`config.mk`:
```
export PLATFORM = sky130hd
export DESIGN_NAME = hc_irq_regs
export DESIGN_NICKNAME = d
export VERILOG_FILES = /design/src/rtl/hc_irq_pkg.sv /design/src/rtl/hc_irq_ctrl.sv /design/src/rtl/hc_irq_datapath.sv /design/src/rtl/hc_irq_regs.sv
export SDC_FILE = /design/constraint.sdc
export NUM_CORES = 1
export LEC_CHECK = 0
export BUFFER_PORTS_ARGS = -buffer_cell sky130_fd_sc_hd__buf_2
export CAP_MARGIN = 20
export CELL_PAD_IN_SITES_DETAIL_PLACEMENT = 0
export CELL_PAD_IN_SITES_GLOBAL_PLACEMENT = 1
export CORE_ASPECT_RATIO = 1.25
export CORE_MARGIN = 4
export CORE_UTILIZATION = 30
export CTS_BUF_LIST = sky130_fd_sc_hd__clkbuf_4 sky130_fd_sc_hd__clkbuf_8
export DETAILED_ROUTE_END_ITERATION = 8
export PLACE_DENSITY = 0.7
export SLEW_MARGIN = 30
export SYNTH_ARGS = -nofsm -noshare
export SYNTH_HDL_FRONTEND = slang
export SYNTH_SLANG_ARGS = --single-unit
```
`constraint.sdc`:
```
create_clock -name clk -period 1.3 [get_ports clk]
set_clock_uncertainty 0.15 [all_clocks]
set_input_delay 0.065 -clock clk [delete_from_list [all_inputs] [get_ports clk]]
set_output_delay 0.065 -clock clk [all_outputs]
set_load 0.01 [all_outputs]
```
`src/rtl/hc_irq_pkg.sv`:
```
package hc_irq_pkg;

  localparam int REG_W      = 32;
  localparam int NUM_EVT    = 8;
  localparam int MASTER_BIT = REG_W - 1;
  localparam int OWNER_BIT  = REG_W - 2;

  typedef enum logic [1:0] {
    RD_STATUS = 2'd0,
    RD_MASK   = 2'd1,
    RD_ONES   = 2'd2,
    RD_ZERO   = 2'd3
  } rdSrcE;

  typedef struct packed {
    logic  stsClr;
    logic  maskSet;
    logic  maskClr;
    logic  rdEn;
    rdSrcE rdSrc;
  } regStrobeT;

  // Event index to status bit: the last event sits just below the gate bit.
  function automatic int evtBitPos(input int idx);
    return (idx == NUM_EVT - 1) ? OWNER_BIT : idx;
  endfunction

endpackage

```
`src/rtl/hc_irq_ctrl.sv`:
```
module hc_irq_ctrl
  import hc_irq_pkg::*;
#(
  parameter int ADDR_W  = 8,
  parameter int STS_OFF = 0,
  parameter int ENS_OFF = 4,
  parameter int ENC_OFF = 8
) (
  input  logic              clk,
  input  logic              rstN,
  input  logic [ADDR_W-1:0] busAddr,
  input  logic              busWrEn,
  input  logic              busRdEn,
  output regStrobeT         strobe
);

  localparam logic [ADDR_W-1:0] STS_A = ADDR_W'(STS_OFF);
  localparam logic [ADDR_W-1:0] ENS_A = ADDR_W'(ENS_OFF);
  localparam logic [ADDR_W-1:0] ENC_A = ADDR_W'(ENC_OFF);

  logic misAligned;
  logic hitSts;
  logic hitEns;
  logic hitEnc;
  logic wrOk;

  assign misAligned = |busAddr[1:0];
  assign hitSts     = (busAddr == STS_A);
  assign hitEns     = (busAddr == ENS_A);
  assign hitEnc     = (busAddr == ENC_A);
  assign wrOk       = busWrEn && !misAligned;

  always_comb begin
    strobe.stsClr  = wrOk && hitSts;
    strobe.maskSet = wrOk && hitEns;
    strobe.maskClr = wrOk && hitEnc;
    strobe.rdEn    = busRdEn;
    if (misAligned)            strobe.rdSrc = RD_ONES;
    else if (hitSts)           strobe.rdSrc = RD_STATUS;
    else if (hitEns || hitEnc) strobe.rdSrc = RD_MASK;
    else                       strobe.rdSrc = RD_ZERO;
  end

  // a misaligned write never reaches a register strobe
  a_r9_no_misaligned_strobe: assert property (@(posedge clk) disable iff (!rstN)
    (busWrEn && misAligned) |-> !(strobe.stsClr || strobe.maskSet || strobe.maskClr));

  // At most one register is written per cycle
  a_r10_one_target: assert property (@(posedge clk) disable iff (!rstN)
    $onehot0({strobe.stsClr, strobe.maskSet, strobe.maskClr}));

endmodule

```
`src/rtl/hc_irq_datapath.sv`:
```
module hc_irq_datapath
  import hc_irq_pkg::*;
(
  input  logic               clk,
  input  logic               rstN,
  input  regStrobeT          strobe,
  input  logic [REG_W-1:0]   wrData,
  input  logic [NUM_EVT-1:0] evtPulse,
  output logic [REG_W-1:0]   rdData,
  output logic               irqLevel
);

  logic [REG_W-1:0] statusQ;
  logic [REG_W-1:0] maskQ;
  logic [REG_W-1:0] rdDataQ;
  logic [REG_W-1:0] evtVec;
  logic [REG_W-1:0] stsBits;
  logic [REG_W-1:0] maskBits;
  logic [REG_W-1:0] statusD;
  logic [REG_W-1:0] maskD;

  // Scatter the event pulses onto their status positions
  generate
    for (genvar gi = 0; gi < REG_W; gi++) begin : g_bitmap
      always_comb begin
        evtVec[gi]  = 1'b0;
        stsBits[gi] = 1'b0;
        for (int e = 0; e < NUM_EVT; e++) begin
          if (evtBitPos(e) == gi) begin
            evtVec[gi]  = evtPulse[e];
            stsBits[gi] = 1'b1;
          end
        end
      end
    end
  endgenerate

  assign maskBits = stsBits | (REG_W'(1) << MASTER_BIT);

  always_comb begin
    statusD = statusQ;
    if (strobe.stsClr) statusD = statusD & ~wrData;
    statusD = statusD | evtVec;

    maskD = maskQ;
    if (strobe.maskSet) maskD = maskD | (wrData & maskBits);
    if (strobe.maskClr) maskD = maskD & ~wrData;
  end

  always_ff @(posedge clk) begin
    if (!rstN) begin
      statusQ <= '0;
      maskQ   <= REG_W'(1) << MASTER_BIT;
      rdDataQ <= '0;
    end else begin
      statusQ <= statusD & stsBits;
      maskQ   <= maskD;
      if (strobe.rdEn) begin
        unique case (strobe.rdSrc)
          RD_STATUS: rdDataQ <= statusQ;
          RD_MASK:   rdDataQ <= maskQ;
          RD_ONES:   rdDataQ <= '1;
          default:   rdDataQ <= '0;
        endcase
      end
    end
  end

  assign rdData   = rdDataQ;
  assign irqLevel = maskQ[MASTER_BIT] && |(statusQ & maskQ);

  // every pulsed event is latched on the next cycle
  a_r2_event_sets: assert property (@(posedge clk) disable iff (!rstN)
    (|evtVec) |=> ((statusQ & $past(evtVec)) == $past(evtVec)));

  // latched bits are sticky when nothing clears them
  a_r2_sticky: assert property (@(posedge clk) disable iff (!rstN)
    !strobe.stsClr |=> ((statusQ & $past(statusQ)) == $past(statusQ)));

  // cleared bits drop when no event hits them
  a_r3_clear: assert property (@(posedge clk) disable iff (!rstN)
    (strobe.stsClr && ((evtVec & wrData) == '0)) |=> ((statusQ & $past(wrData)) == '0));

  // an event beats a same-cycle clear
  a_r4_event_wins: assert property (@(posedge clk) disable iff (!rstN)
    (strobe.stsClr && |(evtVec & wrData)) |=> |(statusQ & $past(evtVec & wrData)));

  // set alias adds the implemented written bits
  a_r5_mask_set: assert property (@(posedge clk) disable iff (!rstN)
    strobe.maskSet |=> ((maskQ & $past(wrData & maskBits)) == $past(wrData & maskBits)));

  // clear alias removes the written bits
  a_r6_mask_clear: assert property (@(posedge clk) disable iff (!rstN)
    strobe.maskClr |=> ((maskQ & $past(wrData)) == '0));

  // unimplemented bits never appear
  a_r10_no_phantom_bits: assert property (@(posedge clk) disable iff (!rstN)
    ((statusQ & ~stsBits) == '0) && ((maskQ & ~maskBits) == '0));

endmodule

```
`src/rtl/hc_irq_regs.sv`:
```
module hc_irq_regs
  import hc_irq_pkg::*;
#(
  parameter int ADDR_W  = 8,
  parameter int STS_OFF = 0,
  parameter int ENS_OFF = 4,
  parameter int ENC_OFF = 8
) (
  input  logic               clk,
  input  logic               rstN,
  input  logic [ADDR_W-1:0]  busAddr,
  input  logic               busWrEn,
  input  logic               busRdEn,
  input  logic [REG_W-1:0]   busWrData,
  output logic [REG_W-1:0]   busRdData,
  input  logic [NUM_EVT-1:0] evtPulse,
  output logic               irqLevel
);

  regStrobeT strobe;

  hc_irq_ctrl #(
    .ADDR_W (ADDR_W),
    .STS_OFF(STS_OFF),
    .ENS_OFF(ENS_OFF),
    .ENC_OFF(ENC_OFF)
  ) u_ctrl (
    .clk    (clk),
    .rstN   (rstN),
    .busAddr(busAddr),
    .busWrEn(busWrEn),
    .busRdEn(busRdEn),
    .strobe (strobe)
  );

  hc_irq_datapath u_dp (
    .clk     (clk),
    .rstN    (rstN),
    .strobe  (strobe),
    .wrData  (busWrData),
    .evtPulse(evtPulse),
    .rdData  (busRdData),
    .irqLevel(irqLevel)
  );

  // a misaligned read returns all ones on the next cycle
  a_r9_misaligned_read: assert property (@(posedge clk) disable iff (!rstN)
    (busRdEn && (busAddr[1:0] != 2'b00)) |=> (busRdData == '1));

  // read data holds between reads
  a_r7_rd_hold: assert property (@(posedge clk) disable iff (!rstN)
    !busRdEn |=> $stable(busRdData));

endmodule

```
==> results of run 1 <==
-- per-layer routing --
| layer | global-route usage, % | share of wire [%] |
|---|---|---|
| met4 | 9.817 | 3.4 |
| met1 | 20.05 | 44 |
| met2 | 26.85 | 47 |
| met5 | 0 | 0 |
| met3 | 4.059 | 5.6 |
-- cell type report --
| type | count | area (µm²) |
|---|---|---|
| Fill cell | 909 | 4870 |
| Sequential cell | 72 | 1461 |
| Multi-Input combinational cell | 210 | 1216 |
| Timing Repair Buffer | 164 | 1159 |
| Tap cell | 123 | 153.9 |
| Clock buffer | 9 | 123.9 |
| Clock inverter | 7 | 103.9 |
| Inverter | 10 | 37.54 |
-- how the worst max path moves through the flow --
| stage | start | slack (ps) | cells past startpoint | to |
|---|---|---|---|---|
| CTS | flip-flop | -90 | 3 | irqLevel |
| detailed placement | busAddr[6] | -200 | 6 | u_dp.statusQ[6] |
| global placement | busAddr[6] | -190 | 6 | u_dp.statusQ[0] |
| global route | flip-flop | -140 | 3 | irqLevel |
| finish | flip-flop | -80 | 3 | irqLevel |
| floorplan | busAddr[6] | 10 | 5 | u_dp.maskQ[10] |
-- cell families after synthesis --
group	synth area share, %
AOI/OAI and AO/OA	28.69
and+or+nand+nor	13.57
DFF	51.41
buffers and inverters	6.024
xor gates and xnor gates	0.3124
-- timing repair --
action | CTS | global route
pin swaps | 5 | 0
gates resized for setup | 17 | 1
setup endpoints to repair | 1 | 1
buffers inserted | 6 | 0
hold buffers | 40 | 0
hold endpoints to repair | 40 | 0
-- synth_stat cells (all sizes together), types with 2 or more instances --
cell type / number / share of area, %
buf: 13 / 2.4
a32oi: 8 / 2.5
inv: 10 / 1.3
clkbuf: 17 / 2.3
dfxtp: 72 / 51
nand3: 16 / 2.9
a31oi: 25 / 5.6
a22oi: 4 / 1.1
a211oi: 8 / 2.1
o21ai: 32 / 5.7
a41oi: 18 / 5.6
a21oi: 31 / 5.5
nor2b: 2 / 0.45
nor2: 25 / 3.3
nand2: 31 / 4.1
-- metrics by stage --
step | hold WS, ps | power [mW] | setup slack (ps) | TNS, ps | instance area (µm²)
after floorplan | 2.013 | 2.633 | 14.38 | 0 | 2806
after global placement | 84.78 | 2.952 | -186.3 | -7120 | 3547
after detailed placement | 88.43 | 2.956 | -201.4 | -7779 | 3547
after CTS | 4.891 | 5.088 | -85.50 | -85.50 | 4254
after global routing | 25.90 | 5.262 | -142.5 | -142.5 | 4255
final | 9.566 | 5.036 | -75.38 | -75.38 | 4255
-- worst min-delay path, cell delays in order --
cell and delay, ps:
buf_2 100, buf_4 160, o21ai_0 90, nor2_1 70
-- power by group --
group / internal [mW] / switching [mW]
registers: 2.30 / 0.0561
logic: 0.321 / 0.329
clock network: 1.10 / 0.928
==> reports/results.ini, run 1 <==
[critical_path]
cp_slowest_cell = dfxtp_2
critPathMaxFanout = 2
setup.worst_path.start_class = flip-flop
r2r-end = u_dp.statusQ[0]
end_kind = output pin
r2r_setup_slack_ps = 290
cp.required_ps = 1090
critPathKind = flip-flop to output pin
worstPathArrival_ps = 1160
slowest_delay_ps = 330
crit_family = flip-flops
cp_cell_sequence = a22oi_2 > a41oi_1 > buf_2
path_buf_inv = 1
r2r_cells = 3
reg2reg_from = u_dp.statusQ[0]

[timing]
rsz0062_at_grt = yes
drv_slew = 0
setup_viol = 1
fmax_mhz = 727.1
fin_ws_ps = -75.38
final.min_clock_period_ps = 1375
slew_headroom_pct = 71.05
tightest_slew_ps = 434.3
hold_viol_final = 0
period_share_pct = 105.8

[cells_and_area]
drive_above_1_share_pct = 34.11
layout_common_cells = buf_2, dfxtp_1, dlygate4sd3_1
n_antenna_cell = 0
final_util_pct = 46.63
layout_commonest_cell = buf_2
layout.nets = 519
area_growth_pct = 51.76
fin_cells = 595

[hold_path]
hp-start = busRdEn
hold_path_depth = 4
whs_endpoint = u_dp.rdData[29]
worstHoldPathType = primary input to flip-flop

[route]
drt_wl_total_um = 8951
viasPerCell = 4.945
post-route-drc-count = 0
wl_per_cell_um = 15.04
vias = 2942
antenna_left = 0
drtIter0Drc = 124
firstDrtPassIters = 4

[synthesis]
synth_cells = 322
synth_seq_area_share_pct = 51.41
syn_area_um2 = 2804
yosys_warnings = 0
ys_ff_latch = 72
syn_avg_cell_area_um2 = 8.708
syn_nets = 374
synth_cell_types = 26
synth_edf_count = 0
async_flop_share_pct = 0
ys.flop_type = dfxtp_1

[placement]
gp_congestion = 0.8419
numPlacedInstances = 533
dpl.hpwl_um = 6162
io_buffers = 84

[die]
fp.coreArea_um2 = 9125
rows = 39
die-area_um2 = 10970
die_y_um = 116.1
pin_count = 85
die_w_um = 94.47
start_util_pct = 30.73

[cts]
ctsLongestPathBuffers = 2
cts_tree = yes
htree_levels = 3
insertion_delay_ps = 360
path_clk_slew_ps = 80
cts_buffers = 9
clock_sinks = 72
cts_root_buffer = clkbuf_8

[grt]
track_usage_pct = 16.62
grt.overflow.total = 0
grt_pass1_wl_um = 13940
antenna_found_initial = 0
first_global_vias = 2793
grt_max_degree = 24

[power_and_ir_drop]
p_leak_nw = 1.832
p_per_area_nw_per_um2 = 1183
vdd_ir_drop_max_mv = 0.7590

[run_status]
status = complete, but fails checks
violations = setup timing

[flow_run]
maxCapViolCount = 0

No activity file was read; power rests on OpenSTA's default activity.
==> inputs of run 2 (changes only) <==
Settings changed: CORE_ASPECT_RATIO 1.25 to default.
==> reports/results.ini, run 2 (synthesized netlist as in run 1, its figures left out) <==
[run_status]
status = complete, but fails checks
violations = setup timing

[critical_path]
critPathKind = flip-flop to output pin
crit_family = flip-flops
cp.required_ps = 1090
worstPathArrival_ps = 1160
slowest_delay_ps = 340
cp_slowest_cell = dfxtp_2
setup.worst_path.start_class = flip-flop
r2r_setup_slack_ps = 330
path_buf_inv = 1
cp_cell_sequence = a22oi_2 > a41oi_2 > buf_2
end_kind = output pin
critPathMaxFanout = 3

[flow_run]
maxCapViolCount = 0

[timing]
slew_headroom_pct = 71.50
hold_viol_final = 0
drv_slew = 0
setup_viol = 1
rsz0062_at_grt = yes
period_share_pct = 105.4
final.min_clock_period_ps = 1370
fin_ws_ps = -70.49
tightest_slew_ps = 427.5
setup_tns_ps = -70.49
fmax_mhz = 729.7
timing.hold.ws_ps = 111.0

[grt]
grt_pass1_wl_um = 14320
grt.overflow.total = 0
antenna_found_initial = 0
track_usage_pct = 16.02
first_global_vias = 2900
grt_max_degree = 35

[cells_and_area]
layout.nets = 515
fin_cells = 579
design_area_um2 = 4302
area_growth_pct = 53.41
layout_common_cells = buf_2, dfxtp_1, dlygate4sd3_1
n_antenna_cell = 0
fill_cells = 876
final_util_pct = 47.00
layout_commonest_cell = buf_2
drive_above_1_share_pct = 34.62

[die]
die_w_um = 104.7
pin_count = 85
fp.coreArea_um2 = 9153
die_y_um = 104.7
rows = 35
die-area_um2 = 10960
start_util_pct = 30.64

[power_and_ir_drop]
p_leak_nw = 1.847
internal_power_mw = 4.097
netSwitchingPower_mw = 1.259
p_sw_share_pct = 23.50
pwr-share-seq_pct = 44.0
power_mw = 5.356
p_per_area_nw_per_um2 = 1245
vdd_ir_drop_max_mv = 0.5633
p_clk_share_pct = 43.8
power_frac_comb_pct = 12.2

[hold_path]
worstHoldPathType = primary input to flip-flop

[placement]
placed_cell_area_um2 = 3462
dpl.hpwl_um = 5659
numPlacedInstances = 515
io_buffers = 84
place_ws_ps = -221.8
gp_congestion = 0.7426

[cts]
insertion_delay_ps = 340
ctsLongestPathBuffers = 2
htree_levels = 3
cts_root_buffer = clkbuf_8
cts_tree = yes
path_clk_slew_ps = 80
cts_buffers = 9
clock_sinks = 72

[route]
drtIter0Drc = 150
post-route-drc-count = 0
viasPerCell = 5.074
antenna_left = 0
drt_wl_total_um = 8720
wl_per_cell_um = 15.06
vias = 2938
firstDrtPassIters = 4

run 2: timing repair:
action                     in CTS  in global routing
hold endpoints to repair       49                  0
hold buffers                   42                  0
cloned                          0                  1
gates resized for setup        15                 20
pin swaps                       2                  3
buffers inserted                1                  4
setup endpoints to repair       1                 22
run 2: cell type report:
type | count | area (µm²) | share of cell area [%]
sequential | 72 | 1456 | 33.86
clock inverter | 7 | 142.6 | 3.316
clock buffer | 9 | 123.9 | 2.880
multi-input combinational | 210 | 1261 | 29.32
inverter | 10 | 41.29 | 0.9599
tap | 111 | 138.9 | 3.229
timing repair buffer | 160 | 1137 | 26.44
run 2: tightest hold or removal path: cells and delay by family:
kind / cells / cell delay, ps
AO/OA/AOI/OAI: 2 / 220
buffers and inverters: 2 / 260
run 2: path summary, 6_finish.rpt:
check,startpoint,end,depth (start not counted)
max,flip-flop,irqLevel,3
max reg2reg,u_dp.statusQ[6],u_dp.statusQ[6],3
min reg2reg,u_dp.maskQ[15],u_dp.maskQ[15],2
min,busRdEn,u_dp.rdData[6],4
run 2: per-layer routing:
metal,up-vias,wire [µm],global-route usage [%]
met5,-,0,0
met4,0,114,4.686
met3,9,343,3.768
met2,66,4369,27.86
met1,1396,3892,19.71
li1,1467,-,-
run 2: power by group through the flow:
stage	Combinational [mW]	Clock, mW	Sequential [mW]
after floorplan	0.205	0	2.43
after global placement	0.518	0	2.40
after detailed placement	0.522	0	2.41
after CTS	0.627	2.41	2.36
after global routing	0.717	2.50	2.37
final	0.654	2.34	2.36
